[config.mk]
export PLATFORM = sky130hd
export DESIGN_NAME = irq_prio_arb
export DESIGN_NICKNAME = d
export VERILOG_FILES = /design/src/rtl/irq_arb_pkg.sv /design/src/rtl/irq_prio_chain.sv /design/src/rtl/irq_gate_reg.sv /design/src/rtl/irq_prio_arb.sv
export SDC_FILE = /design/constraint.sdc
export NUM_CORES = 1
export LEC_CHECK = 0
export ABC_AREA = 1
export BUFFER_PORTS_ARGS = -buffer_cell sky130_fd_sc_hd__buf_2
export CAP_MARGIN = 15
export CORE_ASPECT_RATIO = 1.5
export CORE_MARGIN = 4
export CORE_UTILIZATION = 50
export DETAILED_ROUTE_END_ITERATION = 8
export HOLD_SLACK_MARGIN = 0.12
export PLACE_DENSITY = 0.8
export SLEW_MARGIN = 20
export SYNTH_ARGS = -nofsm -noshare
export SYNTH_HDL_FRONTEND = slang
export SYNTH_HIERARCHICAL = 1
export SYNTH_SLANG_ARGS = --single-unit
[constraint.sdc]
create_clock -name clk_i -period 1.65 [get_ports clk_i]
set_clock_uncertainty 0.15 [all_clocks]
set_input_delay 0.33 -clock clk_i [delete_from_list [all_inputs] [get_ports clk_i]]
set_output_delay 0.33 -clock clk_i [all_outputs]
set_load 0.02 [all_outputs]
[src/rtl/irq_arb_pkg.sv]
package irq_arb_pkg;
  localparam int unsigned LVL_W = 3;
  typedef logic [LVL_W-1:0] lvl_t;
endpackage

[src/rtl/irq_prio_chain.sv]
module irq_prio_chain
  import irq_arb_pkg::*;
#(
  parameter int unsigned N_DEV = 8,
  localparam int unsigned IDX_W = (N_DEV > 1) ? $clog2(N_DEV) : 1
) (
  input  logic                   clk_i,
  input  logic                   rst_ni,
  input  logic [N_DEV-1:0]       act_i,
  input  logic [N_DEV*LVL_W-1:0] lvl_i,
  output logic                   vld_o,
  output lvl_t                   lvl_o,
  output logic [IDX_W-1:0]       idx_o
);
  logic [N_DEV:0]   c_vld;
  lvl_t             c_lvl [N_DEV+1];
  logic [IDX_W-1:0] c_idx [N_DEV+1];

  assign c_vld[0] = 1'b0;
  assign c_lvl[0] = '0;
  assign c_idx[0] = '0;

  // strict compare keeps the earlier (lower) index on ties
  for (genvar g = 0; g < N_DEV; g++) begin : g_stage
    lvl_t d_lvl;
    logic take;
    assign d_lvl        = lvl_i[g*LVL_W +: LVL_W];
    assign take         = act_i[g] && (!c_vld[g] || (d_lvl > c_lvl[g]));
    assign c_vld[g+1]   = c_vld[g] | act_i[g];
    assign c_lvl[g+1]   = take ? d_lvl : c_lvl[g];
    assign c_idx[g+1]   = take ? IDX_W'(g) : c_idx[g];
  end

  assign vld_o = c_vld[N_DEV];
  assign lvl_o = c_lvl[N_DEV];
  assign idx_o = c_idx[N_DEV];

  AST_WIN_IS_ACTIVE: assert property (@(posedge clk_i) disable iff (!rst_ni)
    vld_o |-> act_i[idx_o]);
  AST_WIN_LVL_MATCH: assert property (@(posedge clk_i) disable iff (!rst_ni)
    vld_o |-> (lvl_i[idx_o*LVL_W +: LVL_W] == lvl_o));
endmodule

[src/rtl/irq_gate_reg.sv]
module irq_gate_reg
  import irq_arb_pkg::*;
#(
  parameter int unsigned IDX_W = 3
) (
  input  logic             clk_i,
  input  logic             rst_ni,
  input  logic             vld_i,
  input  lvl_t             lvl_i,
  input  logic [IDX_W-1:0] idx_i,
  input  lvl_t             cur_lvl_i,
  input  logic             ack_i,
  output logic             irq_o,
  output lvl_t             lvl_o,
  output logic [IDX_W-1:0] idx_o
);
  logic             irq_q;
  lvl_t             lvl_q;
  logic [IDX_W-1:0] idx_q;
  logic             upd;

  assign upd = !irq_q || ack_i;

  always_ff @(posedge clk_i or negedge rst_ni) begin
    if (!rst_ni) begin
      irq_q <= 1'b0;
      lvl_q <= '0;
      idx_q <= '0;
    end else if (upd) begin
      irq_q <= vld_i && (lvl_i > cur_lvl_i);
      lvl_q <= vld_i ? lvl_i : '0;
      idx_q <= vld_i ? idx_i : '0;
    end
  end

  assign irq_o = irq_q;
  assign lvl_o = lvl_q;
  assign idx_o = idx_q;

  AST_RAISE_ABOVE_CUR: assert property (@(posedge clk_i) disable iff (!rst_ni)
    $rose(irq_o) |-> (lvl_o > $past(cur_lvl_i)));
  AST_IRQ_NONZERO_LVL: assert property (@(posedge clk_i) disable iff (!rst_ni)
    irq_o |-> (lvl_o != '0));
  AST_HOLD_UNTIL_ACK: assert property (@(posedge clk_i) disable iff (!rst_ni)
    (irq_o && !ack_i) |=> (irq_o && $stable(lvl_o) && $stable(idx_o)));
endmodule

[src/rtl/irq_prio_arb.sv]
module irq_prio_arb
  import irq_arb_pkg::*;
#(
  parameter int unsigned N_DEV = 8,
  localparam int unsigned IDX_W = (N_DEV > 1) ? $clog2(N_DEV) : 1
) (
  input  logic                   clk_i,
  input  logic                   rst_ni,
  input  logic [N_DEV-1:0]       req_i,
  input  logic [N_DEV-1:0]       en_i,
  input  logic [N_DEV*LVL_W-1:0] lvl_i,
  input  logic [LVL_W-1:0]       cur_lvl_i,
  input  logic                   ack_i,
  output logic                   irq_o,
  output logic [LVL_W-1:0]       win_lvl_o,
  output logic [IDX_W-1:0]       win_idx_o
);
  logic [N_DEV-1:0] act;
  logic             sel_vld;
  lvl_t             sel_lvl;
  logic [IDX_W-1:0] sel_idx;

  assign act = req_i & en_i;

  irq_prio_chain #(.N_DEV(N_DEV)) u_chain (
    .clk_i  (clk_i),
    .rst_ni (rst_ni),
    .act_i  (act),
    .lvl_i  (lvl_i),
    .vld_o  (sel_vld),
    .lvl_o  (sel_lvl),
    .idx_o  (sel_idx)
  );

  irq_gate_reg #(.IDX_W(IDX_W)) u_gate (
    .clk_i     (clk_i),
    .rst_ni    (rst_ni),
    .vld_i     (sel_vld),
    .lvl_i     (sel_lvl),
    .idx_i     (sel_idx),
    .cur_lvl_i (cur_lvl_i),
    .ack_i     (ack_i),
    .irq_o     (irq_o),
    .lvl_o     (win_lvl_o),
    .idx_o     (win_idx_o)
  );

  AST_NO_REQ_QUIET: assert property (@(posedge clk_i) disable iff (!rst_ni)
    (!irq_o && (act == '0)) |=> (!irq_o && (win_lvl_o == '0) && (win_idx_o == '0)));
endmodule

==> results.cfg, run 1 <==
[outcome]
status = aborted with a tool error
haltStage = global routing (5_1_grt)
first-error = [ERROR DPL-0038] Utilization greater than 100%, impossible to legalize

[synthesis]
synth_ff_type = dfrtp_1
synth_common_cells = nand2_1, nand3_1, inv_1, ha_1, nand2_2
synth_edf_count = 0
syn_nets = 311
ys_seq_area_share_pct = 11.7
netlist_area_um2 = 1500
async_flop_share_pct = 100
synth_area_leaders = nand2_1, nand3_1, ha_1
synthMostInstantiatedCell = nand2_1
synth_top_area_share_pct = 17.3
avgSynthCellArea_um2 = 6.03
synth_top_area_cell = nand2_1
synth_cell_types = 16
ys_ff_latch = 7
ys_warn_count = 6
syn_inst = 249

[clock_tree]
cts_max_level = 1
clock_sinks = 7
cts_buffer_depth = 2
cts_root_buffer = clkbuf_8
numCtsBuffers = 3

[floorplan]
ios = 53
die_y_um = 75.1
start_util_pct = 52.1
placementRows = 24
die_x_um = 52.7

[place]
gp_congestion = 0.804
port_buffers = 52
post-dp-hpwl_mm = 4.17

[sta]
worst-ep-kind = sequential cell input
grt_worst_setup_endpoint = u_gate/irq_o$_DFFE_PN0P_/D

[global_routing]
grt_max_degree = 9
==> repair_timing <==
item | CTS
setup buffers | 15
hold buffers | 1
pin swaps | 55
setup endpoints to repair | 7
endpoints found under the hold margin | 7
gates resized for setup | 26
==> cell families after synthesis <==
logic type	Yosys count	share of synthesized area, %
buffers and inverters	45	11.2
AOI/OAI and AO/OA	14	4.92
DFF	7	11.7
and+or+nand+nor	167	58.8
adders and majority gates	16	13.3
==> per-stage QoR <==
step / TNS, ns / instances / utilization, % / instance area (um2) / worst slack, ns
after floorplan: -38.16 / 249 / - / 1690 / -5.80
after global placement: -40.43 / 398 / 84.3 / 2430 / -6.06
after detailed placement: -42.27 / 398 / 84.3 / 2430 / -6.32
after CTS: -38.55 / 418 / 94.1 / 2710 / -5.71
==> run 2: changes to the inputs <==
CORE_ASPECT_RATIO = default   (was 1.5)
CORE_UTILIZATION = 35   (was 50)
HOLD_SLACK_MARGIN = default   (was 0.12)
PLACE_DENSITY = default   (was 0.8)
PLACE_DENSITY_LB_ADDON = 0.15   (was default)
==> results.cfg, run 2 <==
[outcome]
status = complete, but fails checks
violations = negative setup slack

[routing]
wl_per_cell_um = 11.7
ant_nets = 0
firstDrtPassIters = 4
via_per_inst = 4.62
drtIter0Drc = 77
wirelength_mm = 5.44
vias = 2150
drc = 0

[clock_tree]
cts_tree = yes
clkLatencyLatePin_ns = 0.22
cts_buffer_depth = 2
cts_root_buffer = clkbuf_8
numCtsBuffers = 3
clk_pin_slew_ns = 0.04
cts_max_level = 1
clock_sinks = 7

[sta]
fin_ws_ns = -5.88
worst_pin_slew_ns = 0.297
setup-violations-final = 7
hold_violations = 0
post-route-period-util_pct = 456
grt_setup_unrepaired = yes
clock.fmax_mhz = 133
timing.setup.tns_ns = -39.18
slew-limit-headroom_pct = 80.2
post-route-min-period_ns = 7.53
final_max_slew_viol_count = 0

[synthesis]
synth_top_area_cell = nand2_1
synth_edf_count = 0
syn_inst = 249
synth_ff_type = dfrtp_1
avgSynthCellArea_um2 = 6.03
synthMostInstantiatedCell = nand2_1
synth_area_leaders = nand2_1, nand3_1, ha_1
async_flop_share_pct = 100
synth_cell_types = 16
synth_top_area_share_pct = 17.3
synth_common_cells = nand2_1, nand3_1, inv_1, ha_1, nand2_2
netlist_area_um2 = 1500
ys_seq_area_share_pct = 11.7
ys_warn_count = 6
syn_nets = 311
ys_ff_latch = 7

[final_layout]
area_growth_pct = 111
stdcell_area_um2 = 3170
layout_common_cells = buf_4, buf_2, nand2_1
fill_cells = 294
final_common_cell = buf_4
fin_nets = 478
final_cell_count_no_fill = 465
diodes = 0
drive_above_1_share_pct = 66.7

[worst_setup_path]
path_class = primary input to flip-flop
r2r_cells = 3
r2r_slack_ns = 0.60
arrival_ns = 7.48
max_stage_delay_ns = 0.29
cp_max_fo = 5
cp-end-kind = flip-flop
crit_required_ns = 1.60
slowest_stage = ha_1
startpoint_type = primary input
timing.rr.start = u_gate/irq_o$_DFFE_PN0P_
timing.rr.end = u_gate/lvl_o[0]$_DFFE_PN0P_

[power]
powerDensity_nw_per_um2 = 696
peakVddDrop_mv = 0.752
p_leak_nw = 1.81
total_power_mw = 2.21

[global_routing]
grt_max_degree = 9
overflow = 0
track_usage_pct = 20.0
grt_pass1_vias = 2206
grt_pass1_wl_mm = 8.87
antenna_found_initial = 0

[floorplan]
die_x_um = 73.5
coreArea_um2 = 4090
die_y_um = 73.5
ios = 53
placementRows = 23
die_area_um2 = 5400
start_util_pct = 36.7

[place]
placed_area_um2 = 2560
placed_cells = 424
gp_congestion = 0.785
post-dp-hpwl_mm = 3.63
port_buffers = 52

[job]
cap_violations = 0

[min_path]
min_path_type = primary input to asynchronous set/reset pin
-- run 2: layer usage --
metal | share of wire [%] | vias to the layer above | track usage (%)
met1 | 43 | 957 | 23.9
met4 | 1.9 | 0 | 4.43
li1 | - | 1130 | -
met5 | 0 | - | 0
met2 | 52 | 50 | 38.2
met3 | 4.0 | 13 | 1.37
-- run 2: layout make-up --
cell class	instances	area, um2	share of cell area [%]
multi-input cells	197	1590	50.1
flip-flops and latches	7	175	5.52
clock buffers	4	45.0	1.42
inverters	45	179	5.64
well taps	50	62.6	1.97
repair buffers	162	1120	35.3
-- run 2: worst max path at each step --
stage	startpoint	to	cells after the start
final	req_i[0]	u_gate/irq_o$_DFFE_PN0P_	72
after global routing	req_i[0]	u_gate/irq_o$_DFFE_PN0P_	72
after CTS	req_i[0]	u_gate/irq_o$_DFFE_PN0P_	68
after detailed placement	req_i[0]	u_gate/irq_o$_DFFE_PN0P_	67
after global placement	req_i[0]	u_gate/irq_o$_DFFE_PN0P_	67
after floorplan	req_i[0]	u_gate/irq_o$_DFFE_PN0P_	67
-- run 2: logic make-up (layout without fill, tap and decap cells) --
| logic type | after synthesis | count (layout) | synth area share [%] |
|---|---|---|---|
| simple gates | 167 | 167 | 58.8 |
| compound gates | 14 | 14 | 4.92 |
| buf+inv | 45 | 211 | 11.2 |
| fa+ha+maj | 16 | 16 | 13.3 |
| flops | 7 | 7 | 11.7 |
-- run 2: stage by stage --
stage,utilization (%),setup WS (ns),hold WS (ns)
2_1_floorplan,-,-5.80,-0.116
3_3_place_gp,62.6,-6.10,0.0126
3_5_place_dp,62.6,-6.29,0.0162
4_1_cts,72.4,-5.58,0.314
5_1_grt,77.6,-6.31,0.348
6_report,77.6,-5.88,0.313
-- run 2: critical path, delay by kind of cell --
kind            cells  cell delay [ns]
buf+inv             6             0.45
fa+ha+maj           8             2.15
simple gates       50             3.78
compound gates      8             0.76
-- run 2: power by group --
part / switching, mW / total (mW) / internal [mW]
Sequential: 0.0633 / 0.310 / 0.246
Clock: 0.0678 / 0.234 / 0.167
Combinational: 0.825 / 1.66 / 0.838
Total: 0.956 / 2.21 / 1.25
-- run 2: what timing repair did --
action                                 in CTS  in global routing
pin swaps                                  58                 11
hold buffers                                1                  0
setup buffers                              24                 12
endpoints found under the hold margin       7                  0
resized for setup                          35                 24
setup endpoints to repair                   7                  7
No activity file was read; power rests on OpenSTA's default activity.
